**config.mk**
```make
export PLATFORM = sky130hd
export DESIGN_NAME = uart_selftest
export DESIGN_NICKNAME = d
export VERILOG_FILES = /design/src/rtl/uart_st_pkg.sv /design/src/rtl/uart_st_fifo.sv /design/src/rtl/uart_st_tx.sv /design/src/rtl/uart_st_rx.sv /design/src/rtl/uart_st_bist.sv /design/src/rtl/uart_selftest.sv
export SDC_FILE = /design/constraint.sdc
export NUM_CORES = 1
export LEC_CHECK = 0
export BUFFER_PORTS_ARGS = -buffer_cell sky130_fd_sc_hd__buf_2
export CORE_ASPECT_RATIO = 1.4
export CORE_UTILIZATION = 50
export DETAILED_ROUTE_END_ITERATION = 8
export HOLD_SLACK_MARGIN = 0.03
export MAX_ROUTING_LAYER = met4
export PLACE_DENSITY_LB_ADDON = 0.12
export SETUP_SLACK_MARGIN = 0.15
export SLEW_MARGIN = 20
export SYNTH_ARGS = -nofsm -noshare
export SYNTH_HDL_FRONTEND = slang
export SYNTH_SLANG_ARGS = --single-unit
```
**constraint.sdc**
```tcl
create_clock -name clk -period 3.33 [get_ports clk]
set_input_delay 0 -clock clk [delete_from_list [all_inputs] [get_ports clk]]
set_output_delay 0 -clock clk [all_outputs]
set_load 0.05 [all_outputs]
```
**src/rtl/uart_st_pkg.sv**
```systemverilog
package uart_st_pkg;

  localparam int DATA_W = 8;
  localparam logic [DATA_W-1:0] LFSR_SEED = 8'h01;

  typedef enum logic [2:0] {TX_IDLE, TX_START, TX_DATA, TX_PAR, TX_STOP} tx_state_t;
  typedef enum logic [2:0] {RX_IDLE, RX_START, RX_DATA, RX_PAR, RX_STOP} rx_state_t;

  typedef struct packed {
    logic overrun;
    logic framing;
    logic parity;
  } stat_t;

  // x^8 + x^6 + x^5 + x^4 + 1, shift toward the MSB
  function automatic logic [DATA_W-1:0] lfsr_step(input logic [DATA_W-1:0] q);
    return {q[6:0], q[7] ^ q[5] ^ q[4] ^ q[3]};
  endfunction

endpackage

```
**src/rtl/uart_st_fifo.sv**
```systemverilog
module uart_st_fifo #(
  parameter int W     = 8,
  parameter int DEPTH = 4
) (
  input  logic         clk,
  input  logic         rst_n,
  input  logic         clr,
  input  logic         wr_en,
  input  logic [W-1:0] wr_data,
  input  logic         rd_en,
  output logic [W-1:0] rd_data,
  output logic         full,
  output logic         empty
);
  localparam int AW = (DEPTH > 1) ? $clog2(DEPTH) : 1;

  logic [W-1:0] mem_q [DEPTH];
  logic [AW:0]  wptr_q, wptr_d, rptr_q, rptr_d;

  always_comb begin
    wptr_d = wptr_q;
    rptr_d = rptr_q;
    if (clr) begin
      wptr_d = '0;
      rptr_d = '0;
    end else begin
      if (wr_en) wptr_d = wptr_q + 1'b1;
      if (rd_en) rptr_d = rptr_q + 1'b1;
    end
  end

  always_ff @(posedge clk or negedge rst_n) begin
    if (!rst_n) begin
      wptr_q <= '0;
      rptr_q <= '0;
    end else begin
      wptr_q <= wptr_d;
      rptr_q <= rptr_d;
    end
  end

  always_ff @(posedge clk) begin
    if (wr_en && !clr) mem_q[wptr_q[AW-1:0]] <= wr_data;
  end

  assign rd_data = mem_q[rptr_q[AW-1:0]];
  assign empty   = (wptr_q == rptr_q);
  assign full    = (wptr_q[AW] != rptr_q[AW]) && (wptr_q[AW-1:0] == rptr_q[AW-1:0]);

  AST_NO_OVERFLOW:  assert property (@(posedge clk) disable iff (!rst_n) wr_en |-> !full);
  AST_NO_UNDERFLOW: assert property (@(posedge clk) disable iff (!rst_n) rd_en |-> !empty);

endmodule

```
**src/rtl/uart_st_tx.sv**
```systemverilog
module uart_st_tx
  import uart_st_pkg::*;
#(
  parameter int OVS = 16
) (
  input  logic              clk,
  input  logic              rst_n,
  input  logic              tick,
  input  logic              odd_par,
  input  logic              avail,
  input  logic [DATA_W-1:0] din,
  output logic              pop,
  output logic              line
);
  localparam int CW = (OVS > 1) ? $clog2(OVS) : 1;
  localparam int BW = $clog2(DATA_W);

  tx_state_t       state_q, state_d;
  logic [CW-1:0]   tcnt_q, tcnt_d;
  logic [BW-1:0]   bcnt_q, bcnt_d;
  logic [DATA_W:0] shift_q, shift_d;
  logic            bit_end;

  assign bit_end = tick && (tcnt_q == CW'(OVS - 1));

  always_comb begin
    state_d = state_q;
    tcnt_d  = tcnt_q;
    bcnt_d  = bcnt_q;
    shift_d = shift_q;
    pop     = 1'b0;
    line    = 1'b1;
    if (state_q != TX_IDLE && tick) tcnt_d = bit_end ? '0 : tcnt_q + 1'b1;
    case (state_q)
      TX_IDLE: begin
        if (avail) begin
          pop     = 1'b1;
          shift_d = {(^din) ^ odd_par, din};
          tcnt_d  = '0;
          state_d = TX_START;
        end
      end
      TX_START: begin
        line = 1'b0;
        if (bit_end) begin
          bcnt_d  = '0;
          state_d = TX_DATA;
        end
      end
      TX_DATA: begin
        line = shift_q[0];
        if (bit_end) begin
          shift_d = shift_q >> 1;
          if (bcnt_q == BW'(DATA_W - 1)) state_d = TX_PAR;
          else                           bcnt_d  = bcnt_q + 1'b1;
        end
      end
      TX_PAR: begin
        line = shift_q[0];
        if (bit_end) state_d = TX_STOP;
      end
      TX_STOP: begin
        if (bit_end) state_d = TX_IDLE;
      end
      default: state_d = TX_IDLE;
    endcase
  end

  always_ff @(posedge clk or negedge rst_n) begin
    if (!rst_n) begin
      state_q <= TX_IDLE;
      tcnt_q  <= '0;
      bcnt_q  <= '0;
      shift_q <= '0;
    end else begin
      state_q <= state_d;
      tcnt_q  <= tcnt_d;
      bcnt_q  <= bcnt_d;
      shift_q <= shift_d;
    end
  end

  AST_TX_PAR_THEN_STOP: assert property (@(posedge clk) disable iff (!rst_n)
    (state_q == TX_PAR && bit_end) |=> (state_q == TX_STOP && line));

endmodule

```
**src/rtl/uart_st_rx.sv**
```systemverilog
module uart_st_rx
  import uart_st_pkg::*;
#(
  parameter int OVS = 16
) (
  input  logic              clk,
  input  logic              rst_n,
  input  logic              tick,
  input  logic              clr,
  input  logic              odd_par,
  input  logic              line_in,
  output logic              byte_vld,
  output logic [DATA_W-1:0] byte_out,
  output logic              par_err,
  output logic              frm_err
);
  localparam int CW  = (OVS > 1) ? $clog2(OVS) : 1;
  localparam int BW  = $clog2(DATA_W);
  localparam int MID = OVS / 2 - 1;

  rx_state_t         state_q, state_d;
  logic [CW-1:0]     tcnt_q, tcnt_d;
  logic [BW-1:0]     bcnt_q, bcnt_d;
  logic [DATA_W-1:0] shift_q, shift_d;
  logic              par_q, par_d;
  logic              s1_q, s2_q, s3_q;
  logic              fall, mid, last;

  assign fall     = s3_q && !s2_q;
  assign mid      = tick && (tcnt_q == CW'(MID));
  assign last     = tick && (tcnt_q == CW'(OVS - 1));
  assign byte_out = shift_q;

  always_comb begin
    state_d  = state_q;
    tcnt_d   = tcnt_q;
    bcnt_d   = bcnt_q;
    shift_d  = shift_q;
    par_d    = par_q;
    byte_vld = 1'b0;
    par_err  = 1'b0;
    frm_err  = 1'b0;
    if (state_q != RX_IDLE && tick) tcnt_d = last ? '0 : tcnt_q + 1'b1;
    case (state_q)
      RX_IDLE: begin
        if (fall) begin
          tcnt_d  = '0;
          state_d = RX_START;
        end
      end
      RX_START: begin
        if (mid && s2_q) state_d = RX_IDLE;
        else if (last) begin
          bcnt_d  = '0;
          state_d = RX_DATA;
        end
      end
      RX_DATA: begin
        if (mid) shift_d = {s2_q, shift_q[DATA_W-1:1]};
        if (last) begin
          if (bcnt_q == BW'(DATA_W - 1)) state_d = RX_PAR;
          else                           bcnt_d  = bcnt_q + 1'b1;
        end
      end
      RX_PAR: begin
        if (mid)  par_d   = s2_q;
        if (last) state_d = RX_STOP;
      end
      RX_STOP: begin
        if (mid) begin
          byte_vld = 1'b1;
          par_err  = ((^shift_q) ^ par_q) != odd_par;
          frm_err  = !s2_q;
          state_d  = RX_IDLE;
        end
      end
      default: state_d = RX_IDLE;
    endcase
    if (clr) state_d = RX_IDLE;
  end

  always_ff @(posedge clk or negedge rst_n) begin
    if (!rst_n) begin
      s1_q    <= 1'b1;
      s2_q    <= 1'b1;
      s3_q    <= 1'b1;
      state_q <= RX_IDLE;
      tcnt_q  <= '0;
      bcnt_q  <= '0;
      shift_q <= '0;
      par_q   <= 1'b0;
    end else begin
      s1_q    <= line_in;
      s2_q    <= s1_q;
      s3_q    <= s2_q;
      state_q <= state_d;
      tcnt_q  <= tcnt_d;
      bcnt_q  <= bcnt_d;
      shift_q <= shift_d;
      par_q   <= par_d;
    end
  end

  AST_RX_ONE_PULSE: assert property (@(posedge clk) disable iff (!rst_n)
    byte_vld |=> !byte_vld);
  AST_RX_GLITCH_NO_BYTE: assert property (@(posedge clk) disable iff (!rst_n)
    (state_q == RX_START && mid && s2_q) |=> (state_q == RX_IDLE && !byte_vld));

endmodule

```
**src/rtl/uart_st_bist.sv**
```systemverilog
module uart_st_bist
  import uart_st_pkg::*;
(
  input  logic              clk,
  input  logic              rst_n,
  input  logic              start,
  input  logic              tx_full,
  input  logic              rx_empty,
  input  logic [DATA_W-1:0] rx_data,
  input  logic              err_evt,
  output logic              push,
  output logic [DATA_W-1:0] push_data,
  output logic              pop,
  output logic              clr,
  output logic              busy,
  output logic              done,
  output logic              pass
);
  localparam int TEST_LEN = (1 << DATA_W) - 1;
  localparam logic [DATA_W-1:0] LAST = DATA_W'(TEST_LEN);

  logic              busy_q, busy_d, done_q, done_d, pass_q, pass_d, ok_q, ok_d;
  logic [DATA_W-1:0] gen_q, gen_d, exp_q, exp_d;
  logic [DATA_W-1:0] pcnt_q, pcnt_d, ccnt_q, ccnt_d;
  logic              accept;

  assign accept    = start && !busy_q;
  assign clr       = accept;
  assign push      = busy_q && (pcnt_q != LAST) && !tx_full;
  assign push_data = gen_q;
  assign pop       = busy_q && !rx_empty;

  always_comb begin
    busy_d = busy_q;
    done_d = done_q;
    pass_d = pass_q;
    ok_d   = ok_q;
    gen_d  = gen_q;
    exp_d  = exp_q;
    pcnt_d = pcnt_q;
    ccnt_d = ccnt_q;
    if (accept) begin
      busy_d = 1'b1;
      done_d = 1'b0;
      pass_d = 1'b0;
      ok_d   = 1'b1;
      gen_d  = LFSR_SEED;
      exp_d  = LFSR_SEED;
      pcnt_d = '0;
      ccnt_d = '0;
    end else if (busy_q) begin
      if (push) begin
        gen_d  = lfsr_step(gen_q);
        pcnt_d = pcnt_q + 1'b1;
      end
      if (err_evt || (pop && rx_data != exp_q)) ok_d = 1'b0;
      if (pop) begin
        exp_d  = lfsr_step(exp_q);
        ccnt_d = ccnt_q + 1'b1;
        if (ccnt_q == LAST - 1'b1) begin
          busy_d = 1'b0;
          done_d = 1'b1;
          pass_d = ok_d;
        end
      end
    end
  end

  always_ff @(posedge clk or negedge rst_n) begin
    if (!rst_n) begin
      busy_q <= 1'b0;
      done_q <= 1'b0;
      pass_q <= 1'b0;
      ok_q   <= 1'b0;
      gen_q  <= LFSR_SEED;
      exp_q  <= LFSR_SEED;
      pcnt_q <= '0;
      ccnt_q <= '0;
    end else begin
      busy_q <= busy_d;
      done_q <= done_d;
      pass_q <= pass_d;
      ok_q   <= ok_d;
      gen_q  <= gen_d;
      exp_q  <= exp_d;
      pcnt_q <= pcnt_d;
      ccnt_q <= ccnt_d;
    end
  end

  assign busy = busy_q;
  assign done = done_q;
  assign pass = pass_q;

  AST_LFSR_NONZERO: assert property (@(posedge clk) disable iff (!rst_n)
    busy_q |-> (gen_q != '0 && exp_q != '0));
  AST_START_BUSY: assert property (@(posedge clk) disable iff (!rst_n)
    (start && !busy_q) |=> (busy_q && !done_q));
  AST_DONE_NOT_BUSY: assert property (@(posedge clk) disable iff (!rst_n)
    done_q |-> !busy_q);
  AST_PASS_NEEDS_DONE: assert property (@(posedge clk) disable iff (!rst_n)
    pass_q |-> done_q);

endmodule

```
**src/rtl/uart_selftest.sv**
```systemverilog
module uart_selftest
  import uart_st_pkg::*;
#(
  parameter int CLK_DIV    = 326,
  parameter int OVS        = 16,
  parameter int FIFO_DEPTH = 4
) (
  input  logic              clk,
  input  logic              rst_n,
  input  logic              parity_odd,
  input  logic              host_wr,
  input  logic [DATA_W-1:0] host_wdata,
  output logic              host_full,
  output logic              rx_valid,
  output logic [DATA_W-1:0] rx_data,
  input  logic              rx_read,
  input  logic              ser_in,
  output logic              ser_out,
  input  logic              stat_read,
  output logic [2:0]        stat_flags,
  input  logic              bist_start,
  output logic              bist_busy,
  output logic              bist_done,
  output logic              bist_pass
);
  localparam int DW = (CLK_DIV > 1) ? $clog2(CLK_DIV) : 1;

  // reset: asserted asynchronously, released on a clock edge
  logic rst_m_q, rst_i_n;
  always_ff @(posedge clk or negedge rst_n) begin
    if (!rst_n) begin
      rst_m_q <= 1'b0;
      rst_i_n <= 1'b0;
    end else begin
      rst_m_q <= 1'b1;
      rst_i_n <= rst_m_q;
    end
  end

  // sample tick divider
  logic [DW-1:0] div_q, div_d;
  logic          tick;
  assign tick  = (div_q == DW'(CLK_DIV - 1));
  assign div_d = tick ? '0 : div_q + 1'b1;
  always_ff @(posedge clk or negedge rst_i_n) begin
    if (!rst_i_n) div_q <= '0;
    else          div_q <= div_d;
  end

  logic              tx_full, tx_empty, tx_pop, tx_push, tx_line;
  logic [DATA_W-1:0] tx_wdata, tx_head;
  logic              rx_full, rx_empty, rx_wr, rx_rd, rx_line;
  logic              byte_vld, par_err, frm_err, ovr_evt, err_evt;
  logic [DATA_W-1:0] rx_byte, rx_head;
  logic              b_push, b_pop, b_clr;
  logic [DATA_W-1:0] b_data;

  assign tx_push  = bist_busy ? b_push : (host_wr && !tx_full);
  assign tx_wdata = bist_busy ? b_data : host_wdata;
  assign rx_line  = bist_busy ? tx_line : ser_in;
  assign rx_wr    = byte_vld && !rx_full;
  assign ovr_evt  = byte_vld && rx_full;
  assign err_evt  = par_err || frm_err || ovr_evt;
  assign rx_rd    = bist_busy ? b_pop : (rx_read && !rx_empty);

  uart_st_fifo #(.W(DATA_W), .DEPTH(FIFO_DEPTH)) u_tx_fifo (
    .clk(clk), .rst_n(rst_i_n), .clr(b_clr),
    .wr_en(tx_push), .wr_data(tx_wdata),
    .rd_en(tx_pop), .rd_data(tx_head),
    .full(tx_full), .empty(tx_empty)
  );

  uart_st_tx #(.OVS(OVS)) u_tx (
    .clk(clk), .rst_n(rst_i_n), .tick(tick), .odd_par(parity_odd),
    .avail(!tx_empty), .din(tx_head), .pop(tx_pop), .line(tx_line)
  );

  uart_st_rx #(.OVS(OVS)) u_rx (
    .clk(clk), .rst_n(rst_i_n), .tick(tick), .clr(b_clr), .odd_par(parity_odd),
    .line_in(rx_line), .byte_vld(byte_vld), .byte_out(rx_byte),
    .par_err(par_err), .frm_err(frm_err)
  );

  uart_st_fifo #(.W(DATA_W), .DEPTH(FIFO_DEPTH)) u_rx_fifo (
    .clk(clk), .rst_n(rst_i_n), .clr(b_clr),
    .wr_en(rx_wr), .wr_data(rx_byte),
    .rd_en(rx_rd), .rd_data(rx_head),
    .full(rx_full), .empty(rx_empty)
  );

  uart_st_bist u_bist (
    .clk(clk), .rst_n(rst_i_n), .start(bist_start),
    .tx_full(tx_full), .rx_empty(rx_empty), .rx_data(rx_head), .err_evt(err_evt),
    .push(b_push), .push_data(b_data), .pop(b_pop), .clr(b_clr),
    .busy(bist_busy), .done(bist_done), .pass(bist_pass)
  );

  // sticky status register
  stat_t stat_q, stat_d;
  always_comb begin
    stat_d = stat_read ? '0 : stat_q;
    if (par_err) stat_d.parity  = 1'b1;
    if (frm_err) stat_d.framing = 1'b1;
    if (ovr_evt) stat_d.overrun = 1'b1;
  end
  always_ff @(posedge clk or negedge rst_i_n) begin
    if (!rst_i_n) stat_q <= '0;
    else          stat_q <= stat_d;
  end

  assign stat_flags = stat_q;
  assign host_full  = tx_full;
  assign rx_valid   = !rx_empty && !bist_busy;
  assign rx_data    = rx_head;
  assign ser_out    = tx_line;

  AST_FLAG_STICKY: assert property (@(posedge clk) disable iff (!rst_i_n)
    !stat_read |=> ((stat_q & $past(stat_q)) == $past(stat_q)));
  AST_LOOPBACK_IGNORES_PIN: assert property (@(posedge clk) disable iff (!rst_i_n)
    (bist_busy && $past(bist_busy) && $stable(tx_line) && !$stable(ser_in)) |-> $stable(rx_line));

endmodule

```
After elaboration in Yosys (flattened, before gate mapping) --
Memories as Yosys holds them, arrays and structs flattened. Index checks and enable logic that the tools add are counted.
Operators by class: reduce and logical (&&, ||, !) cells 61, bitwise logic cells 8, equal/unequal tests 41, mux-type cells 92, add/subtract/negate cells 11
Operators with widths (number):
- $mux W8 | 13
- $mux W3 | 29
- $mux W1 | 33
- $mux W4 | 8
- $pmux W3 S5 | 2
- $reduce_bool A2 Y1 | 14
- $mux W9 | 3
- $logic_and A1 B1 Y1 | 21
- $add A3 B1 Y3 const B | 6
- $pmux W9 S2 | 1
- $add A8 B1 Y8 const B | 2
- $reduce_xor A8 Y1 | 2
- $ne A3 B1 Y1 const B | 5
- $ne A2 B1 Y1 const B | 7
- $eq A3 B2 Y1 const B | 4
- $eq A3 B3 Y1 const B | 4
- $pmux W3 S2 | 2
- $reduce_and A6 Y1 | 2
- $add A9 B1 Y9 const B | 1
- $eq A9 B9 Y1 const B | 1
- $add A4 B1 Y4 const B | 2
- $eq A4 B4 Y1 const B | 2
- $eq A8 B8 Y1 const B | 1
- $ne A2 B2 Y1 const B | 4
- other kinds (19) | 44
Word-level totals: RAM bits 64, word-level logic and storage cells 245, memories kept 2, flip-flop bits (word level) 103, output and inout bits 17, bits of input ports 16
Memories:
- u_rx_fifo.mem_q | words 4, width 8, rd ports 1, clocked after Yosys merged registers in 0, wr ports 1, RTL line uart_st_fifo.sv:17 | logic [W-1:0] mem_q [DEPTH];
- u_tx_fifo.mem_q | words 4, width 8, rd ports 1, clocked after Yosys merged registers in 0, wr ports 1, RTL line uart_st_fifo.sv:17

Logic depth before layout (Yosys ltp) --
Gate-level depths: netlist of the first run.
word-level depth 13, gate-level depth with buffers 10, mapped depth without buffers 8

By module --
From an unflattened synthesis of the first run, not the netlist that was laid out.
Second synthesis, totals: cell total of the unflattened synthesis 608, area, all modules 7862.5 µm²
Modules (own cells, without submodules):
- uart_st_fifo | times used 2, cells an instance 79, seq. area each 1111.1 µm², area each 1545.2 µm²
- uart_st_bist | times used 1, cells an instance 168, seq. area each 903.4 µm², area each 1719.1 µm²
- uart_st_rx | times used 1, cells an instance 105, seq. area each 554.3 µm², area each 1177.4 µm²
- uart_st_tx | times used 1, cells an instance 104, seq. area each 475.5 µm², area each 1098.6 µm²
- uart_selftest | times used 1, cells an instance 73, seq. area each 350.3 µm², area each 777.0 µm²

Least setup slack after synthesis of the first run --
Ideal clock, no wire load.
kind reg-to-reg, start register u_bist.busy_q (netlist: u_bist.busy), end memory u_tx_fifo.mem_q[3][0], enable pin, slack 0.970 ns, library setup time 0.383 ns, cell stages (with the launch flop) 5, required time 2.947 ns, period minus slack after synthesis 2.360 ns, arrival 1.977 ns, path buffers 1, cells stage by stage dfrtp_1 clkbuf_1 nor2_1 a211o_1 nor3_1
On the way: longest elaborated chain between the ends 6, elaborated cells between the ends (all ways) 9, those cells by class mux: 3; reduce/logical: 6
Ends and longest elaborated chain:
- from (decl) | RTL line uart_st_bist.sv:22 | logic busy_q, busy_d, done_q, done_d, pass_q, pass_d, ok_q, ok_d;
- from (signal assigned) | RTL line uart_st_bist.sv:80 | busy_q <= busy_d;
- $logic_and A1 B1 Y1 / $logic_not A1 Y1 (equally long branches) | RTL line uart_st_bist.sv:29, uart_st_bist.sv:27
- $logic_and A1 B1 Y1 (on tied branches) | RTL line uart_st_bist.sv:29, uart_st_bist.sv:27
- $mux W1 / $logic_not A1 Y1 (equally long branches) | RTL line uart_selftest.sv:58, uart_st_fifo.sv:43
- $logic_and A1 B1 Y1 (*) | RTL line uart_st_fifo.sv:43 | if (wr_en && !clr) mem_q[wptr_q[AW-1:0]] <= wr_data;
- $mux W1 (*) | RTL line uart_st_fifo.sv:43
- $mux W1 (not written as such) (*) | RTL line uart_st_fifo.sv:43
- to (decl) | RTL line uart_st_fifo.sv:17
Mark *: on every way between the ends. The rest lies on a longest branch, timed or not.

Final worst setup path of the first run --
start register u_tx_fifo.rptr_q[0], end memory u_tx_fifo.mem_q[0][5], enable pin
On the way: longest elaborated chain between the ends 8, elaborated cells between the ends (all ways) 9, those cells by class eq/ne: 1; mux: 3; reduce/logical: 5
Ends and longest elaborated chain:
- from (decl) | RTL line uart_st_fifo.sv:18 | logic [AW:0] wptr_q, wptr_d, rptr_q, rptr_d;
- from (signal assigned) | RTL line uart_st_fifo.sv:38 | rptr_q <= rptr_d;
- $eq A2 B2 Y1 (*) | RTL line uart_st_fifo.sv:48 | assign full = (wptr_q[AW] != rptr_q[AW]) && (wptr_q[AW-1:0] == rptr_q[AW-1:0]);
- $logic_and A1 B1 Y1 (*) | RTL line uart_st_fifo.sv:48
- $logic_not A1 Y1 (*) | RTL line uart_st_bist.sv:29, uart_selftest.sv:58
- $logic_and A1 B1 Y1 (on tied branches) | RTL line uart_selftest.sv:58, uart_st_bist.sv:29
- $mux W1 (*) | RTL line uart_selftest.sv:58 | assign tx_push = bist_busy ? b_push : (host_wr && !tx_full);
- $logic_and A1 B1 Y1 (*) | RTL line uart_st_fifo.sv:43
- $mux W1 (*) | RTL line uart_st_fifo.sv:43
- $mux W1 (not written as such) (*) | RTL line uart_st_fifo.sv:43
Marked as above.

==> report_table.html, run 1 <==
<table>
<tr><th>Metric</th><th>Value</th></tr>
<tr><th colspan="2">Drt</th></tr>
<tr><td>Total DRC errors in the routed layout</td><td>0</td></tr>
<tr><td>Pre-antenna DRT Iters</td><td>4</td></tr>
<tr><td>Number of nets with antenna violations after routing</td><td>0</td></tr>
<tr><td>Routed length per instance</td><td>17.2 um</td></tr>
<tr><td>Total detailed-routing wirelength</td><td>14800 um</td></tr>
<tr><td>Detailed-route via count</td><td>approximately 4700</td></tr>
<tr><td>Detailed-route vias per instance</td><td>5.43</td></tr>
<tr><td>Iteration-0 DRC count of the detailed router</td><td>291</td></tr>
<tr><th colspan="2">Global routing</th></tr>
<tr><td>Global-route wire length before repair</td><td>25500 um</td></tr>
<tr><td>Overall overflow remaining after global route</td><td>0</td></tr>
<tr><td>Total global routing track utilization</td><td>21.7%</td></tr>
<tr><td>Pin count of the biggest net entering global routing</td><td>54</td></tr>
<tr><td>Initial antenna violation count</td><td>0</td></tr>
<tr><td>Vias in the first global route</td><td>4954</td></tr>
<tr><th colspan="2">Power</th></tr>
<tr><td>Static leakage power</td><td>0.00385 uW</td></tr>
<tr><td>Pwr per Cell Area</td><td>887 mW/mm^2</td></tr>
<tr><td>Maximum resistive drop on vdd</td><td>0.456 mV</td></tr>
<tr><th colspan="2">Die</th></tr>
<tr><td>Standard-cell rows</td><td>53</td></tr>
<tr><td>Area of the die</td><td>0.0159 mm^2</td></tr>
<tr><td>Core Box Area</td><td>around 0.015 mm^2</td></tr>
<tr><td>Die Span X</td><td>~110 um</td></tr>
<tr><td>DIE HEIGHT</td><td>roughly 150 um</td></tr>
<tr><td>Number of top-level pins</td><td>33</td></tr>
<tr><td>Starting utilization of the core area</td><td>slightly above 50%</td></tr>
<tr><th colspan="2">Finish</th></tr>
<tr><td>Combined area of the multi-input logic cells</td><td>0.00301 mm^2</td></tr>
<tr><td>Net count of the finished layout</td><td>693</td></tr>
<tr><td>Share of post-route cells with drive strength above 1</td><td>between 10% and 20%</td></tr>
<tr><td>Register cell area after layout</td><td>approximately 0.0045 mm^2</td></tr>
<tr><td>Layout filler cell count</td><td>1221</td></tr>
<tr><td># diodes</td><td>0</td></tr>
<tr><td>P&amp;R area growth vs syn</td><td>14.2%</td></tr>
<tr><th colspan="2">STA</th></tr>
<tr><td>Ratio of final minimum period to clock period</td><td>72.3%</td></tr>
<tr><td>Setup violators final</td><td>0</td></tr>
<tr><td>Sum Neg Setup Slack</td><td>0 ns</td></tr>
<tr><td>Transition time at the pin with the least slew margin</td><td>0.724 ns</td></tr>
<tr><td>Clock tree skew after final layout</td><td>0.00974 ns</td></tr>
<tr><td>Final hold slack</td><td>between 0.15 and 0.2 ns</td></tr>
<tr><td>Normalized max-slew margin</td><td>51.8%</td></tr>
<tr><td>Number of slew-limit violations in the final report</td><td>0</td></tr>
<tr><td>Upper clock frequency limit</td><td>415 MHz</td></tr>
<tr><td>Final period demand of the worst path</td><td>2.41 ns</td></tr>
<tr><td>Hold Fails Final Rpt</td><td>0</td></tr>
<tr><td>Setup repair after global routing missed its margin</td><td>false</td></tr>
<tr><th colspan="2">Logic synthesis</th></tr>
<tr><td>List of most frequent post-synthesis cells</td><td>sky130_fd_sc_hd__dfrtp_1, sky130_fd_sc_hd__edfxtp_1, sky130_fd_sc_hd__nor2_1</td></tr>
<tr><td>Post-synth design cell area</td><td>0.00768 mm^2</td></tr>
<tr><td>Number of storage elements in the synthesis netlist</td><td>about 170</td></tr>
<tr><td>Leading post-synthesis cells by cell area</td><td>sky130_fd_sc_hd__dfrtp_1, sky130_fd_sc_hd__edfxtp_1, sky130_fd_sc_hd__xnor2_1, sky130_fd_sc_hd__ha_1, sky130_fd_sc_hd__mux2i_1</td></tr>
<tr><td>Most area-hungry cell type in the Yosys netlist</td><td>sky130_fd_sc_hd__dfrtp_1</td></tr>
<tr><td>Async set-reset flop share out of synthesis</td><td>about three fifths</td></tr>
<tr><td>EDFF count, synth</td><td>64</td></tr>
<tr><td>Synthesized-area fraction occupied by adder cells</td><td>3.42%</td></tr>
<tr><td>Fraction of the mapped netlist area in compound gates</td><td>5.05%</td></tr>
<tr><td>Primary FF master, synth</td><td>sky130_fd_sc_hd__dfrtp_1</td></tr>
<tr><td>Gate count of the mapped netlist</td><td>609</td></tr>
<tr><td>Fraction of synthesized cell area in xor and xnor cells</td><td>7.12%</td></tr>
<tr><td>Multiplexer area fraction after synthesis</td><td>11.0%</td></tr>
<tr><td>Number of nets in the synthesized netlist</td><td>roughly 650</td></tr>
<tr><td>Mean instance size in the synthesized netlist</td><td>between 10 and 15 um^2</td></tr>
<tr><td>Share of synthesized area occupied by flip-flops and latches</td><td>58.6%</td></tr>
<tr><td>Post-synth top area share</td><td>31.9%</td></tr>
<tr><td>Count of distinct cell types in the synthesized netlist</td><td>52</td></tr>
<tr><td>Total number of yosys warnings</td><td>0</td></tr>
<tr><td>Most numerous cell in the Yosys netlist</td><td>sky130_fd_sc_hd__dfrtp_1</td></tr>
<tr><td>Synthesized-area fraction occupied by and/or/nand/nor cells</td><td>~12%</td></tr>
<tr><td>Combinational family with the most area after synthesis</td><td>simple AND/OR/NAND/NOR gates</td></tr>
<tr><th colspan="2">Worst hold path</th></tr>
<tr><td>Worst hold path class</td><td>input port to flop</td></tr>
<tr><td>Worst min-delay path startpoint</td><td>rx_read</td></tr>
<tr><th colspan="2">Setup path</th></tr>
<tr><td>Critical register-to-register path startpoint</td><td>u_tx_fifo.rptr_q[0]$_DFFE_PN0P_</td></tr>
<tr><td>Maximum fanout along the worst path</td><td>11</td></tr>
<tr><td>Worst Setup End Kind</td><td>flop</td></tr>
<tr><td>Worst setup path start</td><td>u_tx_fifo.rptr_q[0]$_DFFE_PN0P_</td></tr>
<tr><td>Data required time of the worst path</td><td>3.40 ns</td></tr>
<tr><td>Nature of the critical path startpoint</td><td>flop</td></tr>
<tr><td>Kind of critical path</td><td>flop to flop</td></tr>
<tr><td>Critical path data arrival time</td><td>2.48 ns</td></tr>
<tr><th colspan="2">Clock tree</th></tr>
<tr><td>Clock tree from TritonCTS</td><td>done</td></tr>
<tr><td>Root buf cell</td><td>sky130_fd_sc_hd__clkbuf_16</td></tr>
<tr><td>Number of buffers inserted during clock tree synthesis</td><td>17</td></tr>
<tr><td>Sinks on Clock Net</td><td>about 170</td></tr>
<tr><td>Clock slew at the register clock pins of the worst setup and hold paths</td><td>0.06 ns</td></tr>
<tr><td>Max Buffers Root-to-Sink</td><td>2</td></tr>
<tr><td>Deepest level of the CTS H-tree</td><td>4</td></tr>
<tr><td>Count of buffers added by post-CTS timing repair for setup</td><td>0</td></tr>
<tr><td>Clock insertion delay at the later pin of the skew report</td><td>roughly 0.42 ns</td></tr>
<tr><th colspan="2">Outcome</th></tr>
<tr><td>Outcome</td><td>finished, final reports clean</td></tr>
<tr><th colspan="2">Job</th></tr>
<tr><td>Max-cap violation count</td><td>0</td></tr>
<tr><th colspan="2">Place</th></tr>
<tr><td>Routability Congestion</td><td>approximately 0.8</td></tr>
<tr><td>Placed wire-length estimate after detailed placement</td><td>10400 um</td></tr>
<tr><td>PortBufs</td><td>32</td></tr>
</table>
worst max-delay path, cell delays in order (launching register included):
cell	delay (ns)
sky130_fd_sc_hd__dfrtp_1	0.71
sky130_fd_sc_hd__xnor2_1	0.23
sky130_fd_sc_hd__and3_4	0.24
sky130_fd_sc_hd__a211o_1	0.30
sky130_fd_sc_hd__nor2_1	0.16
sky130_fd_sc_hd__and2_1	0.41
cell usage in the layout, fill, tap and decap left out, types with 3 or more instances in the layout:
cell and n:
sky130_fd_sc_hd__dfrtp_1 97, sky130_fd_sc_hd__edfxtp_1 64, sky130_fd_sc_hd__nor2_1 60, sky130_fd_sc_hd__nand2_1 49
sky130_fd_sc_hd__xnor2_1 39, sky130_fd_sc_hd__buf_2 32, sky130_fd_sc_hd__nand3_1 29, sky130_fd_sc_hd__mux2i_1 25
sky130_fd_sc_hd__ha_1 21, sky130_fd_sc_hd__o21ai_0 20, sky130_fd_sc_hd__a21oi_1 20, sky130_fd_sc_hd__xor2_1 19
sky130_fd_sc_hd__mux2_2 18, sky130_fd_sc_hd__clkbuf_16 17, sky130_fd_sc_hd__inv_1 15, sky130_fd_sc_hd__dlygate4sd3_1 13
sky130_fd_sc_hd__mux4_2 11, sky130_fd_sc_hd__and3_1 11, sky130_fd_sc_hd__nor3_1 9, sky130_fd_sc_hd__nand4_1 8
sky130_fd_sc_hd__buf_4 7, sky130_fd_sc_hd__nor2b_1 6, sky130_fd_sc_hd__mux4_1 5, sky130_fd_sc_hd__dfstp_2 5
sky130_fd_sc_hd__and2_1 4, sky130_fd_sc_hd__or3_1 4, sky130_fd_sc_hd__nor3b_1 4, sky130_fd_sc_hd__o22ai_1 4
sky130_fd_sc_hd__a21o_1 3, sky130_fd_sc_hd__a31oi_1 3, sky130_fd_sc_hd__a22o_1 3, sky130_fd_sc_hd__nand2b_1 3
sky130_fd_sc_hd__and4_1 3, sky130_fd_sc_hd__bufinv_16 3, sky130_fd_sc_hd__clkinvlp_4 3
cell families (layout without fill, tap and decap cells):
kind of cell,Yosys count,in the layout
AOI/OAI and AO/OA,63,63
xor gates and xnor gates,60,60
and+or+nand+nor,197,197
muxes,60,60
other,1,1
buffers and inverters,40,100
DFF,167,167
adders and majority gates,21,21
flip-flops by register name, indices dropped and copies added, names as in the netlist, 8 cells and up:
signal and flops:
div_q 9, u_bist.push_data 8, u_rx.byte_out 8, u_rx_fifo.mem_q 32, u_tx_fifo.mem_q 32, u_tx.shift_q 9, u_bist.exp_q 8, u_bist.ccnt_q 8
u_bist.pcnt_q 8
per-stage QoR:
stage / utilization [%] / setup WS (ns) / power (uW) / cell area [um^2] / cells
after floorplan: - / 0.257 / 5310 / 7680 / 609
after global placement: 53.7 / 0.950 / 5740 / 8050 / 816
after detailed placement: 53.7 / 0.884 / 5850 / 8050 / 816
after CTS: 58.5 / 0.873 / 7870 / 8770 / 861
after global routing: 58.5 / 0.725 / 8350 / 8770 / 861
final: 58.5 / 0.921 / 7780 / 8770 / 861
metal layers:
metal / global-route usage (%) / up-vias / part of all wire [%]
li1: - / 2260 / -
met1: 25.9 / 2334 / 42
met2: 36.4 / 65 / 53
met3: 4.43 / 20 / 3.2
met4: 7.88 / 0 / 1.7
met5: - / - / 0
what timing repair did:
action,in CTS,in global routing
hold buffers,13,0
hold endpoints to repair,39,0
resized for setup,0,0
cell type report:
| class | count | area share (%) |
|---|---|---|
| Timing Repair Buffer | 53 | 4.14 |
| Sequential cell | 167 | 51.4 |
| Multi-Input combinational cell | 402 | 34.3 |
| Tap cell | 192 | 2.74 |
| Clock inverter | 12 | 1.74 |
| Inverter | 15 | 0.642 |
| Clock buffer | 20 | 5.09 |
final timing paths:
| path | endpoint | slack [ns] | cells past startpoint |
|---|---|---|---|
| max | u_tx_fifo.mem_q[0][5]$_DFFE_PP_ | 0.92 | 5 |
| min | u_rx_fifo.rptr_q[0]$_DFFE_PN0P_ | 0.16 | 5 |
| max reg2reg | u_tx_fifo.mem_q[0][5]$_DFFE_PP_ | 0.92 | 5 |
| min reg2reg | u_rx.s2_q$_DFF_PN1_ | 0.36 | 0 |
| max in group asynchronous | u_bist.exp_q[0]$_DFFE_PN1P_ | 2.16 | 1 |
| min in group asynchronous | u_rx.byte_out[3]$_DFFE_PN0P_ | 0.39 | 0 |
report_power, final:
part / switching (uW) / internal [uW] / total [uW] / leakage [uW]
clock network: 782 / 1200 / 1980 / 0.000284
registers: 517 / 2810 / 3330 / 0.00196
logic: 1300 / 1170 / 2470 / 0.00161
total: 2600 / 5190 / 7780 / 0.00385
No activity file was read; power rests on OpenSTA's default activity.
==> run 2: changes to the inputs <==
==> constraint.sdc (replaced) <==
create_clock -name clk -period 1.95 [get_ports clk]
set_input_delay 0 -clock clk [delete_from_list [all_inputs] [get_ports clk]]
set_output_delay 0 -clock clk [all_outputs]
set_load 0.05 [all_outputs]
==> report_table.html, run 2 (same netlist as run 1, synthesis figures left out) <==
<table>
<tr><th>Metric</th><th>Value</th></tr>
<tr><th colspan="2">Power</th></tr>
<tr><td>Static leakage power</td><td>0.00438 uW</td></tr>
<tr><td>Sequential share of power</td><td>36.7%</td></tr>
<tr><td>Net switching power figure</td><td>4890 uW</td></tr>
<tr><td>Net Sw Frac</td><td>32.5%</td></tr>
<tr><td>Pwr per Cell Area</td><td>1510 mW/mm^2</td></tr>
<tr><td>Portion of total power attributed to the clock network</td><td>25.4%</td></tr>
<tr><td>Maximum resistive drop on vdd</td><td>~0.84 mV</td></tr>
<tr><td>Internal power component</td><td>~10000 uW</td></tr>
<tr><td>Proportion of power drawn by combinational gates</td><td>37.9%</td></tr>
<tr><th colspan="2">Drt</th></tr>
<tr><td>Total DRC errors in the routed layout</td><td>0</td></tr>
<tr><td>Routed length per instance</td><td>17.5 um</td></tr>
<tr><td>Pre-antenna DRT Iters</td><td>4</td></tr>
<tr><td>Number of nets with antenna violations after routing</td><td>0</td></tr>
<tr><td>Detailed-route via count</td><td>between 5000 and 6000</td></tr>
<tr><td>Total detailed-routing wirelength</td><td>16300 um</td></tr>
<tr><td>Detailed-route vias per instance</td><td>5.43</td></tr>
<tr><td>Iteration-0 DRC count of the detailed router</td><td>284</td></tr>
<tr><th colspan="2">Finish</th></tr>
<tr><td>Layout filler cell count</td><td>1073</td></tr>
<tr><td># diodes</td><td>0</td></tr>
<tr><td>P&amp;R area growth vs syn</td><td>29.8%</td></tr>
<tr><td>Share of post-route cells with drive strength above 1</td><td>34.1%</td></tr>
<tr><td>Most common cell after layout, fill and taps aside</td><td>sky130_fd_sc_hd__dfrtp_1</td></tr>
<tr><td>Non-Filler Cell Area, Final</td><td>0.00997 mm^2</td></tr>
<tr><td>Net count of the finished layout</td><td>between 700 and 800</td></tr>
<tr><td>Commonest non-fill, non-tap cells in the layout</td><td>sky130_fd_sc_hd__dfrtp_1, sky130_fd_sc_hd__edfxtp_1, sky130_fd_sc_hd__buf_4</td></tr>
<tr><th colspan="2">Die</th></tr>
<tr><td>Core Box Area</td><td>0.0150 mm^2</td></tr>
<tr><td>Number of top-level pins</td><td>33</td></tr>
<tr><td>Area of the die</td><td>about 0.016 mm^2</td></tr>
<tr><td>DIE HEIGHT</td><td>between 100 and 150 um</td></tr>
<tr><td>Standard-cell rows</td><td>53</td></tr>
<tr><td>Starting utilization of the core area</td><td>51.3%</td></tr>
<tr><td>Die Span X</td><td>107 um</td></tr>
<tr><th colspan="2">STA</th></tr>
<tr><td>Setup repair after global routing missed its margin</td><td>true</td></tr>
<tr><td>Transition time at the pin with the least slew margin</td><td>between 0.5 and 0.6 ns</td></tr>
<tr><td>Setup violators final</td><td>3</td></tr>
<tr><td>Number of slew-limit violations in the final report</td><td>0</td></tr>
<tr><td>Final hold slack</td><td>0.0808 ns</td></tr>
<tr><td>Hold Fails Final Rpt</td><td>0</td></tr>
<tr><td>Final period demand of the worst path</td><td>approximately 2 ns</td></tr>
<tr><td>Sum Neg Setup Slack</td><td>-0.0622 ns</td></tr>
<tr><td>Ratio of final minimum period to clock period</td><td>102%</td></tr>
<tr><td>Post-route worst setup slack</td><td>-0.0335 ns</td></tr>
<tr><td>Normalized max-slew margin</td><td>64.1%</td></tr>
<tr><td>Clock tree skew after final layout</td><td>a little over 0.009 ns</td></tr>
<tr><td>Upper clock frequency limit</td><td>approximately 500 MHz</td></tr>
<tr><th colspan="2">Setup path</th></tr>
<tr><td>Maximum cell stage delay along the critical path</td><td>0.40 ns</td></tr>
<tr><td>Data required time of the worst path</td><td>2.25 ns</td></tr>
<tr><td>Slack of the worst reg-to-reg path</td><td>-0.03 ns</td></tr>
<tr><td>Worst Setup End Kind</td><td>flop</td></tr>
<tr><td>Nature of the critical path startpoint</td><td>flop</td></tr>
<tr><td>R2R cell count</td><td>7</td></tr>
<tr><td>Maximum fanout along the worst path</td><td>3</td></tr>
<tr><td>Kind of critical path</td><td>flop to flop</td></tr>
<tr><td>Buffer and inverter count on the worst path</td><td>0</td></tr>
<tr><td>Critical register-to-register path startpoint</td><td>u_rx.bcnt_q[0]$_DFFE_PN0P_</td></tr>
<tr><td>Cell repeated most along the worst path</td><td>sky130_fd_sc_hd__ha_2</td></tr>
<tr><td>Cell family with the largest share of critical-path delay</td><td>simple AND/OR/NAND/NOR gates</td></tr>
<tr><td>Endpoint of the worst-slack reg-to-reg timing path</td><td>u_rx.state_q[0]$_DFFE_PN0P_</td></tr>
<tr><td>Slowest stage cell on the critical path</td><td>sky130_fd_sc_hd__dfrtp_1</td></tr>
<tr><td>Worst-path cell chain</td><td>ha_2, ha_2, or3b_4, nor3b_2, o31ai_2, mux2i_1, nor2_1</td></tr>
<tr><td>Critical path data arrival time</td><td>around 2.3 ns</td></tr>
<tr><th colspan="2">Worst hold path</th></tr>
<tr><td>End of the worst hold path</td><td>u_rx_fifo.rptr_q[0]$_DFFE_PN0P_</td></tr>
<tr><td>Worst hold stages</td><td>5</td></tr>
<tr><td>Worst min-delay path startpoint</td><td>rx_read</td></tr>
<tr><td>Worst hold path class</td><td>input port to flop</td></tr>
<tr><th colspan="2">Clock tree</th></tr>
<tr><td>Clock slew at the register clock pins of the worst setup and hold paths</td><td>0.06 ns</td></tr>
<tr><td>Root buf cell</td><td>sky130_fd_sc_hd__clkbuf_16</td></tr>
<tr><td>Number of buffers inserted during clock tree synthesis</td><td>17</td></tr>
<tr><td>Max Buffers Root-to-Sink</td><td>2</td></tr>
<tr><td>Clock tree from TritonCTS</td><td>done</td></tr>
<tr><td>Deepest level of the CTS H-tree</td><td>4</td></tr>
<tr><td>Clock insertion delay at the later pin of the skew report</td><td>0.42 ns</td></tr>
<tr><td>Sinks on Clock Net</td><td>167</td></tr>
<tr><th colspan="2">Place</th></tr>
<tr><td>Placed wire-length estimate after detailed placement</td><td>11200 um</td></tr>
<tr><td>Routability Congestion</td><td>0.876</td></tr>
<tr><td>Area of placed instances</td><td>around 0.0086 mm^2</td></tr>
<tr><td>PortBufs</td><td>32</td></tr>
<tr><td>Minimum setup slack after placement</td><td>-0.00996 ns</td></tr>
<tr><th colspan="2">Job</th></tr>
<tr><td>Max-cap violation count</td><td>0</td></tr>
<tr><th colspan="2">Global routing</th></tr>
<tr><td>Vias in the first global route</td><td>5138</td></tr>
<tr><td>Overall overflow remaining after global route</td><td>0</td></tr>
<tr><td>Total global routing track utilization</td><td>approximately 22%</td></tr>
<tr><td>Pin count of the biggest net entering global routing</td><td>40</td></tr>
<tr><td>Initial antenna violation count</td><td>0</td></tr>
<tr><td>Global-route wire length before repair</td><td>26100 um</td></tr>
<tr><th colspan="2">Outcome</th></tr>
<tr><td>Outcome</td><td>finished with violations</td></tr>
<tr><td>Violated checks</td><td>setup timing</td></tr>
</table>
==> run 2: changes by cell type in the layout (fill, tap and decap cells not counted), sizes merged <==
cell / before / now
buf: 40 / 111
bufinv: 3 / 6
clkinv: 5 / 4
clkinvlp: 3 / 2
inv: 16 / 15
==> run 2: final cells by class <==
class / instances / area, um^2 / share of cell area, %
Timing Repair Buffer: 124 / 1040 / 10.5
Sequential cell: 167 / 4510 / 45.3
Tap cell: 192 / 240 / 2.41
Inverter: 15 / 56.3 / 0.565
Multi-Input combinational cell: 402 / 3440 / 34.5
Clock inverter: 12 / 223 / 2.23
Clock buffer: 20 / 457 / 4.58
==> run 2: worst max-delay path by stage <==
stage                               startpoint                     endpoint  slack, ns  cells past startpoint
6_report            u_rx.bcnt_q[0]$_DFFE_PN0P_  u_rx.state_q[0]$_DFFE_PN0P_      -0.03                      7
4_1_cts        u_tx_fifo.rptr_q[0]$_DFFE_PN0P_  u_tx.shift_q[8]$_DFFE_PN0P_     -0.008                      7
5_1_grt        u_tx_fifo.rptr_q[0]$_DFFE_PN0P_  u_tx.shift_q[8]$_DFFE_PN0P_      -0.10                      7
3_3_place_gp   u_tx_fifo.rptr_q[0]$_DFFE_PN0P_  u_tx.shift_q[8]$_DFFE_PN0P_       0.03                      7
3_5_place_dp   u_tx_fifo.rptr_q[0]$_DFFE_PN0P_  u_tx.shift_q[8]$_DFFE_PN0P_      -0.01                      7
2_1_floorplan  u_rx_fifo.rptr_q[0]$_DFFE_PN0P_      u_bist.pass$_DFFE_PN0P_     -0.008                      7
==> run 2: worst register-to-register path, cell delays in order (launching register included) <==
cell and delay, ns:
sky130_fd_sc_hd__dfrtp_1 0.40, sky130_fd_sc_hd__ha_2 0.18, sky130_fd_sc_hd__ha_2 0.16, sky130_fd_sc_hd__or3b_4 0.37
sky130_fd_sc_hd__nor3b_2 0.17, sky130_fd_sc_hd__o31ai_2 0.23, sky130_fd_sc_hd__mux2i_1 0.28, sky130_fd_sc_hd__nor2_1 0.07
==> run 2: per-layer routing <==
layer / global-route usage, % / wire (um) / vias to the layer above
li1: - / - / 2399
met2: 36.8 / 8540 / 67
met4: 7.33 / 228 / 0
met5: - / 0 / -
met1: 28.1 / 7210 / 2580
met3: 3.81 / 345 / 16
==> run 2: timing repair <==
item,CTS,global route
pin swaps,9,19
hold endpoints to repair,40,0
setup buffers,8,10
gates cloned,0,1
gates resized for setup,38,65
hold buffers,13,0
endpoints found under the setup margin,118,131
==> run 2: power by group through the flow <==
stage               combinational (uW)  clock, uW  sequential [uW]
floorplan                         3960          0             5350
finish                            5700       3830             5530
detailed placement                5210          0             5540
global placement                  5040          0             5500
global route                      6240       4020             5640
CTS                               5370       3880             5510
==> run 2: metrics by stage <==
stage	utilization, %	std cells	power [uW]
floorplan	-	609	9310
global placement	57.2	868	10500
detailed placement	57.2	868	10700
CTS	64.0	921	14800
global route	66.5	932	15900
finish	66.5	932	15100
==> run 3: changes to the inputs <==
--- a/config.mk
+++ b/config.mk
@@ -16,4 +16,5 @@
 export SLEW_MARGIN = 20
 export SYNTH_ARGS = -nofsm -noshare
 export SYNTH_HDL_FRONTEND = slang
+export SYNTH_HIERARCHICAL = 1
 export SYNTH_SLANG_ARGS = --single-unit
==> report_table.html, run 3 <==
<table>
<tr><th>Metric</th><th>Value</th></tr>
<tr><th colspan="2">Logic synthesis</th></tr>
<tr><td>List of most frequent post-synthesis cells</td><td>sky130_fd_sc_hd__dfrtp_1, sky130_fd_sc_hd__edfxtp_1, sky130_fd_sc_hd__nand2_1</td></tr>
<tr><td>Leading post-synthesis cells by cell area</td><td>sky130_fd_sc_hd__dfrtp_1, sky130_fd_sc_hd__edfxtp_1, sky130_fd_sc_hd__mux4_2, sky130_fd_sc_hd__ha_1, sky130_fd_sc_hd__xnor2_1</td></tr>
<tr><td>Number of nets in the synthesized netlist</td><td>645</td></tr>
<tr><td>Count of distinct cell types in the synthesized netlist</td><td>71</td></tr>
<tr><td>Share of synthesized area occupied by flip-flops and latches</td><td>between 50 and 60%</td></tr>
<tr><td>Post-synth design cell area</td><td>0.00786 mm^2</td></tr>
<tr><td>Mean instance size in the synthesized netlist</td><td>12.9 um^2</td></tr>
<tr><td>Post-synth top area share</td><td>31.2%</td></tr>
<tr><td>EDFF count, synth</td><td>64</td></tr>
<tr><td>Gate count of the mapped netlist</td><td>608</td></tr>
<tr><td>Primary FF master, synth</td><td>sky130_fd_sc_hd__dfrtp_1</td></tr>
<tr><td>Most numerous cell in the Yosys netlist</td><td>sky130_fd_sc_hd__dfrtp_1</td></tr>
<tr><td>Number of storage elements in the synthesis netlist</td><td>167</td></tr>
<tr><td>Async set-reset flop share out of synthesis</td><td>61.7%</td></tr>
<tr><td>Most area-hungry cell type in the Yosys netlist</td><td>sky130_fd_sc_hd__dfrtp_1</td></tr>
<tr><td>Total number of yosys warnings</td><td>6</td></tr>
<tr><th colspan="2">Setup path</th></tr>
<tr><td>Worst setup path start</td><td>div_q[1]$_DFF_PN0_</td></tr>
<tr><td>Worst Setup End Kind</td><td>flop</td></tr>
<tr><td>Maximum fanout along the worst path</td><td>8</td></tr>
<tr><td>R2R cell count</td><td>11</td></tr>
<tr><td>Slack of the worst reg-to-reg path</td><td>-0.34 ns</td></tr>
<tr><td>Critical register-to-register path startpoint</td><td>div_q[1]$_DFF_PN0_</td></tr>
<tr><td>Critical path data arrival time</td><td>2.42 ns</td></tr>
<tr><td>Endpoint of the worst-slack reg-to-reg timing path</td><td>u_rx_fifo/mem_q[0][4]$_DFFE_PP_</td></tr>
<tr><td>Kind of critical path</td><td>flop to flop</td></tr>
<tr><td>Data required time of the worst path</td><td>approximately 2.1 ns</td></tr>
<tr><td>Nature of the critical path startpoint</td><td>flop</td></tr>
<tr><td>Critical path capture point</td><td>u_rx_fifo/mem_q[0][4]$_DFFE_PP_</td></tr>
<tr><th colspan="2">Global routing</th></tr>
<tr><td>Met2 demand-to-capacity share in global routing</td><td>41.7%</td></tr>
<tr><td>Initial antenna violation count</td><td>0</td></tr>
<tr><td>M3 GR Usage</td><td>between 3 and 4%</td></tr>
<tr><td>Global-route wire length before repair</td><td>28200 um</td></tr>
<tr><td>Total global routing track utilization</td><td>24.0%</td></tr>
<tr><td>Vias in the first global route</td><td>5620</td></tr>
<tr><td>Routing usage on met1</td><td>26.9%</td></tr>
<tr><td>Overall overflow remaining after global route</td><td>0</td></tr>
<tr><td>Top Usage Layer GRT</td><td>met2</td></tr>
<tr><td>Pin count of the biggest net entering global routing</td><td>42</td></tr>
<tr><th colspan="2">Drt</th></tr>
<tr><td>Detailed-route via count</td><td>between 5000 and 6000</td></tr>
<tr><td>Number of nets with antenna violations after routing</td><td>0</td></tr>
<tr><td>Iteration-0 DRC count of the detailed router</td><td>260</td></tr>
<tr><td>Pre-antenna DRT Iters</td><td>4</td></tr>
<tr><td>Total detailed-routing wirelength</td><td>around 17000 um</td></tr>
<tr><td>Routed length per instance</td><td>17.8 um</td></tr>
<tr><td>Total DRC errors in the routed layout</td><td>0</td></tr>
<tr><td>Detailed-route vias per instance</td><td>5.40</td></tr>
<tr><th colspan="2">Place</th></tr>
<tr><td>PortBufs</td><td>32</td></tr>
<tr><td>Area of placed instances</td><td>0.00893 mm^2</td></tr>
<tr><td>Minimum setup slack after placement</td><td>-0.406 ns</td></tr>
<tr><td>Placed wire-length estimate after detailed placement</td><td>about 12000 um</td></tr>
<tr><td>Routability Congestion</td><td>approximately 0.91</td></tr>
<tr><th colspan="2">STA</th></tr>
<tr><td>Normalized max-slew margin</td><td>60.9%</td></tr>
<tr><td>Upper clock frequency limit</td><td>~440 MHz</td></tr>
<tr><td>Final period demand of the worst path</td><td>2.29 ns</td></tr>
<tr><td>Transition time at the pin with the least slew margin</td><td>0.582 ns</td></tr>
<tr><td>Setup violators final</td><td>109</td></tr>
<tr><td>Hold Fails Final Rpt</td><td>0</td></tr>
<tr><td>Post-route worst setup slack</td><td>-0.341 ns</td></tr>
<tr><td>Final hold slack</td><td>between 0.07 and 0.08 ns</td></tr>
<tr><td>Ratio of final minimum period to clock period</td><td>118%</td></tr>
<tr><td>Setup repair after global routing missed its margin</td><td>true</td></tr>
<tr><td>Number of slew-limit violations in the final report</td><td>0</td></tr>
<tr><td>Clock tree skew after final layout</td><td>between 0.01 and 0.015 ns</td></tr>
<tr><th colspan="2">Job</th></tr>
<tr><td>Max-cap violation count</td><td>0</td></tr>
<tr><th colspan="2">Finish</th></tr>
<tr><td>Register cell area after layout</td><td>about 0.0045 mm^2</td></tr>
<tr><td>Core Util, Final</td><td>68.9%</td></tr>
<tr><td>Net count of the finished layout</td><td>810</td></tr>
<tr><td>Non-Filler Cell Area, Final</td><td>0.0105 mm^2</td></tr>
<tr><td>P&amp;R area growth vs syn</td><td>33.1%</td></tr>
<tr><td>Layout filler cell count</td><td>1071</td></tr>
<tr><td>Share of post-route cells with drive strength above 1</td><td>43.4%</td></tr>
<tr><td>Commonest non-fill, non-tap cells in the layout</td><td>sky130_fd_sc_hd__dfrtp_1, sky130_fd_sc_hd__buf_4, sky130_fd_sc_hd__edfxtp_1</td></tr>
<tr><td># diodes</td><td>0</td></tr>
<tr><td>Most common cell after layout, fill and taps aside</td><td>sky130_fd_sc_hd__dfrtp_1</td></tr>
<tr><td>Combined area of the multi-input logic cells</td><td>0.00359 mm^2</td></tr>
<tr><th colspan="2">Clock tree</th></tr>
<tr><td>Clock tree from TritonCTS</td><td>done</td></tr>
<tr><td>Clock insertion delay at the later pin of the skew report</td><td>around 0.42 ns</td></tr>
<tr><td>Max Buffers Root-to-Sink</td><td>2</td></tr>
<tr><td>Deepest level of the CTS H-tree</td><td>4</td></tr>
<tr><td>Number of buffers inserted during clock tree synthesis</td><td>17</td></tr>
<tr><td>Root buf cell</td><td>sky130_fd_sc_hd__clkbuf_16</td></tr>
<tr><td>Sinks on Clock Net</td><td>between 150 and 200</td></tr>
<tr><td>Clock slew at the register clock pins of the worst setup and hold paths</td><td>approximately 0.07 ns</td></tr>
<tr><th colspan="2">Power</th></tr>
<tr><td>Tot Pwr</td><td>about 13000 uW</td></tr>
<tr><td>Static leakage power</td><td>0.00452 uW</td></tr>
<tr><td>Maximum resistive drop on vdd</td><td>roughly 1.1 mV</td></tr>
<tr><td>Pwr per Cell Area</td><td>1210 mW/mm^2</td></tr>
<tr><th colspan="2">Die</th></tr>
<tr><td>Area of the die</td><td>around 0.016 mm^2</td></tr>
<tr><td>Die Span X</td><td>108 um</td></tr>
<tr><td>Starting utilization of the core area</td><td>51.8%</td></tr>
<tr><td>Standard-cell rows</td><td>53</td></tr>
<tr><td>Number of top-level pins</td><td>33</td></tr>
<tr><td>DIE HEIGHT</td><td>150 um</td></tr>
<tr><td>Core Box Area</td><td>0.0152 mm^2</td></tr>
<tr><th colspan="2">Worst hold path</th></tr>
<tr><td>Worst hold stages</td><td>5</td></tr>
<tr><td>Worst hold path class</td><td>input port to flop</td></tr>
<tr><th colspan="2">Outcome</th></tr>
<tr><td>Violated checks</td><td>setup timing</td></tr>
<tr><td>Outcome</td><td>finished with violations</td></tr>
</table>
==> run 3: cell count changes in the layout (fill, tap and decap cells not counted), moves of 7 or more <==
| cell | before | now |
|---|---|---|
| sky130_fd_sc_hd__buf_4 | 59 | 91 |
| sky130_fd_sc_hd__nor2_1 | 56 | 29 |
| sky130_fd_sc_hd__a21oi_2 | 4 | 19 |
| sky130_fd_sc_hd__nand3_1 | 25 | 10 |
| sky130_fd_sc_hd__inv_1 | 15 | 27 |
| sky130_fd_sc_hd__mux2i_1 | 25 | 14 |
| sky130_fd_sc_hd__o21ai_0 | 14 | 3 |
| sky130_fd_sc_hd__nand2_1 | 43 | 34 |
| sky130_fd_sc_hd__a21oi_1 | 16 | 8 |
| sky130_fd_sc_hd__buf_6 | 16 | 23 |
==> run 3: cells by family after synthesis <==
group | after synthesis | share of synthesized area, %
other | 1 | 0.0477
DFF | 167 | 57.3
and+or+nand+nor | 170 | 12.3
muxes | 50 | 9.23
adders and majority gates | 21 | 3.34
buffers and inverters | 52 | 3.47
xor gates and xnor gates | 52 | 6.14
AOI/OAI and AO/OA | 95 | 8.13
==> run 3: layer usage <==
layer  wire [um]  vias up
li1            -     2526
met3         378       42
met1        6850     2628
met4         609        0
met5           0        -
met2        9550       82
==> run 3: critical path, cell delays in order, from the launching register on <==
cell                       delay (ns)
sky130_fd_sc_hd__dfrtp_1         0.37
sky130_fd_sc_hd__inv_1           0.05
sky130_fd_sc_hd__ha_1            0.13
sky130_fd_sc_hd__nand4b_1        0.17
sky130_fd_sc_hd__nor4_4          0.27
sky130_fd_sc_hd__nand3_4         0.13
sky130_fd_sc_hd__nor2_4          0.12
sky130_fd_sc_hd__nand3_2         0.10
sky130_fd_sc_hd__inv_2           0.08
sky130_fd_sc_hd__nor2b_4         0.14
sky130_fd_sc_hd__nor2b_4         0.20
sky130_fd_sc_hd__and2_4          0.23
==> run 3: repair_timing <==
| action | in CTS | in global routing |
|---|---|---|
| endpoints found under the hold margin | 40 | 0 |
| cloned | 1 | 2 |
| setup buffers | 31 | 15 |
| hold buffers | 13 | 0 |
| gates resized for setup | 76 | 43 |
| pin swaps | 19 | 28 |
| endpoints found under the setup margin | 128 | 155 |
==> run 3: layout make-up <==
cell class / count / share of cell area [%]
Sequential cell: 167 / 43.1
Multi-Input combinational cell: 390 / 34.3
Timing Repair Buffer: 165 / 13.9
Clock buffer: 17 / 4.07
Tap cell: 192 / 2.30
Inverter: 32 / 1.15
Clock inverter: 15 / 1.11
==> run 3: where the power goes <==
part           internal, uW  switching [uW]  leakage (uW)
logic                  2280            2060       0.00229
clock network          1650            1440      0.000249
registers              4590             607       0.00197
==> run 3: worst min-delay path by stage <==
| stage | from | endpoint | slack [ns] |
|---|---|---|---|
| 2_1_floorplan | rst_n | rst_i_n$_DFF_PN0_ | -0.30 |
| 3_3_place_gp | rst_n | rst_m_q$_DFF_PN0_ | -0.21 |
| 3_5_place_dp | rst_n | rst_m_q$_DFF_PN0_ | -0.21 |
| 4_1_cts | rx_read | u_rx_fifo/rptr_q[0]$_DFFE_PN0P_ | 0.04 |
| 5_1_grt | rx_read | u_rx_fifo/rptr_q[2]$_DFFE_PN0P_ | 0.09 |
| 6_report | rx_read | u_rx_fifo/rptr_q[0]$_DFFE_PN0P_ | 0.08 |
==> run 3: stage by stage <==
step                cells  TNS (ns)
floorplan             608    -50.30
global placement      884    -19.33
detailed placement    884    -24.63
CTS                   961    -22.34
global route          978    -38.67
finish                978    -23.36
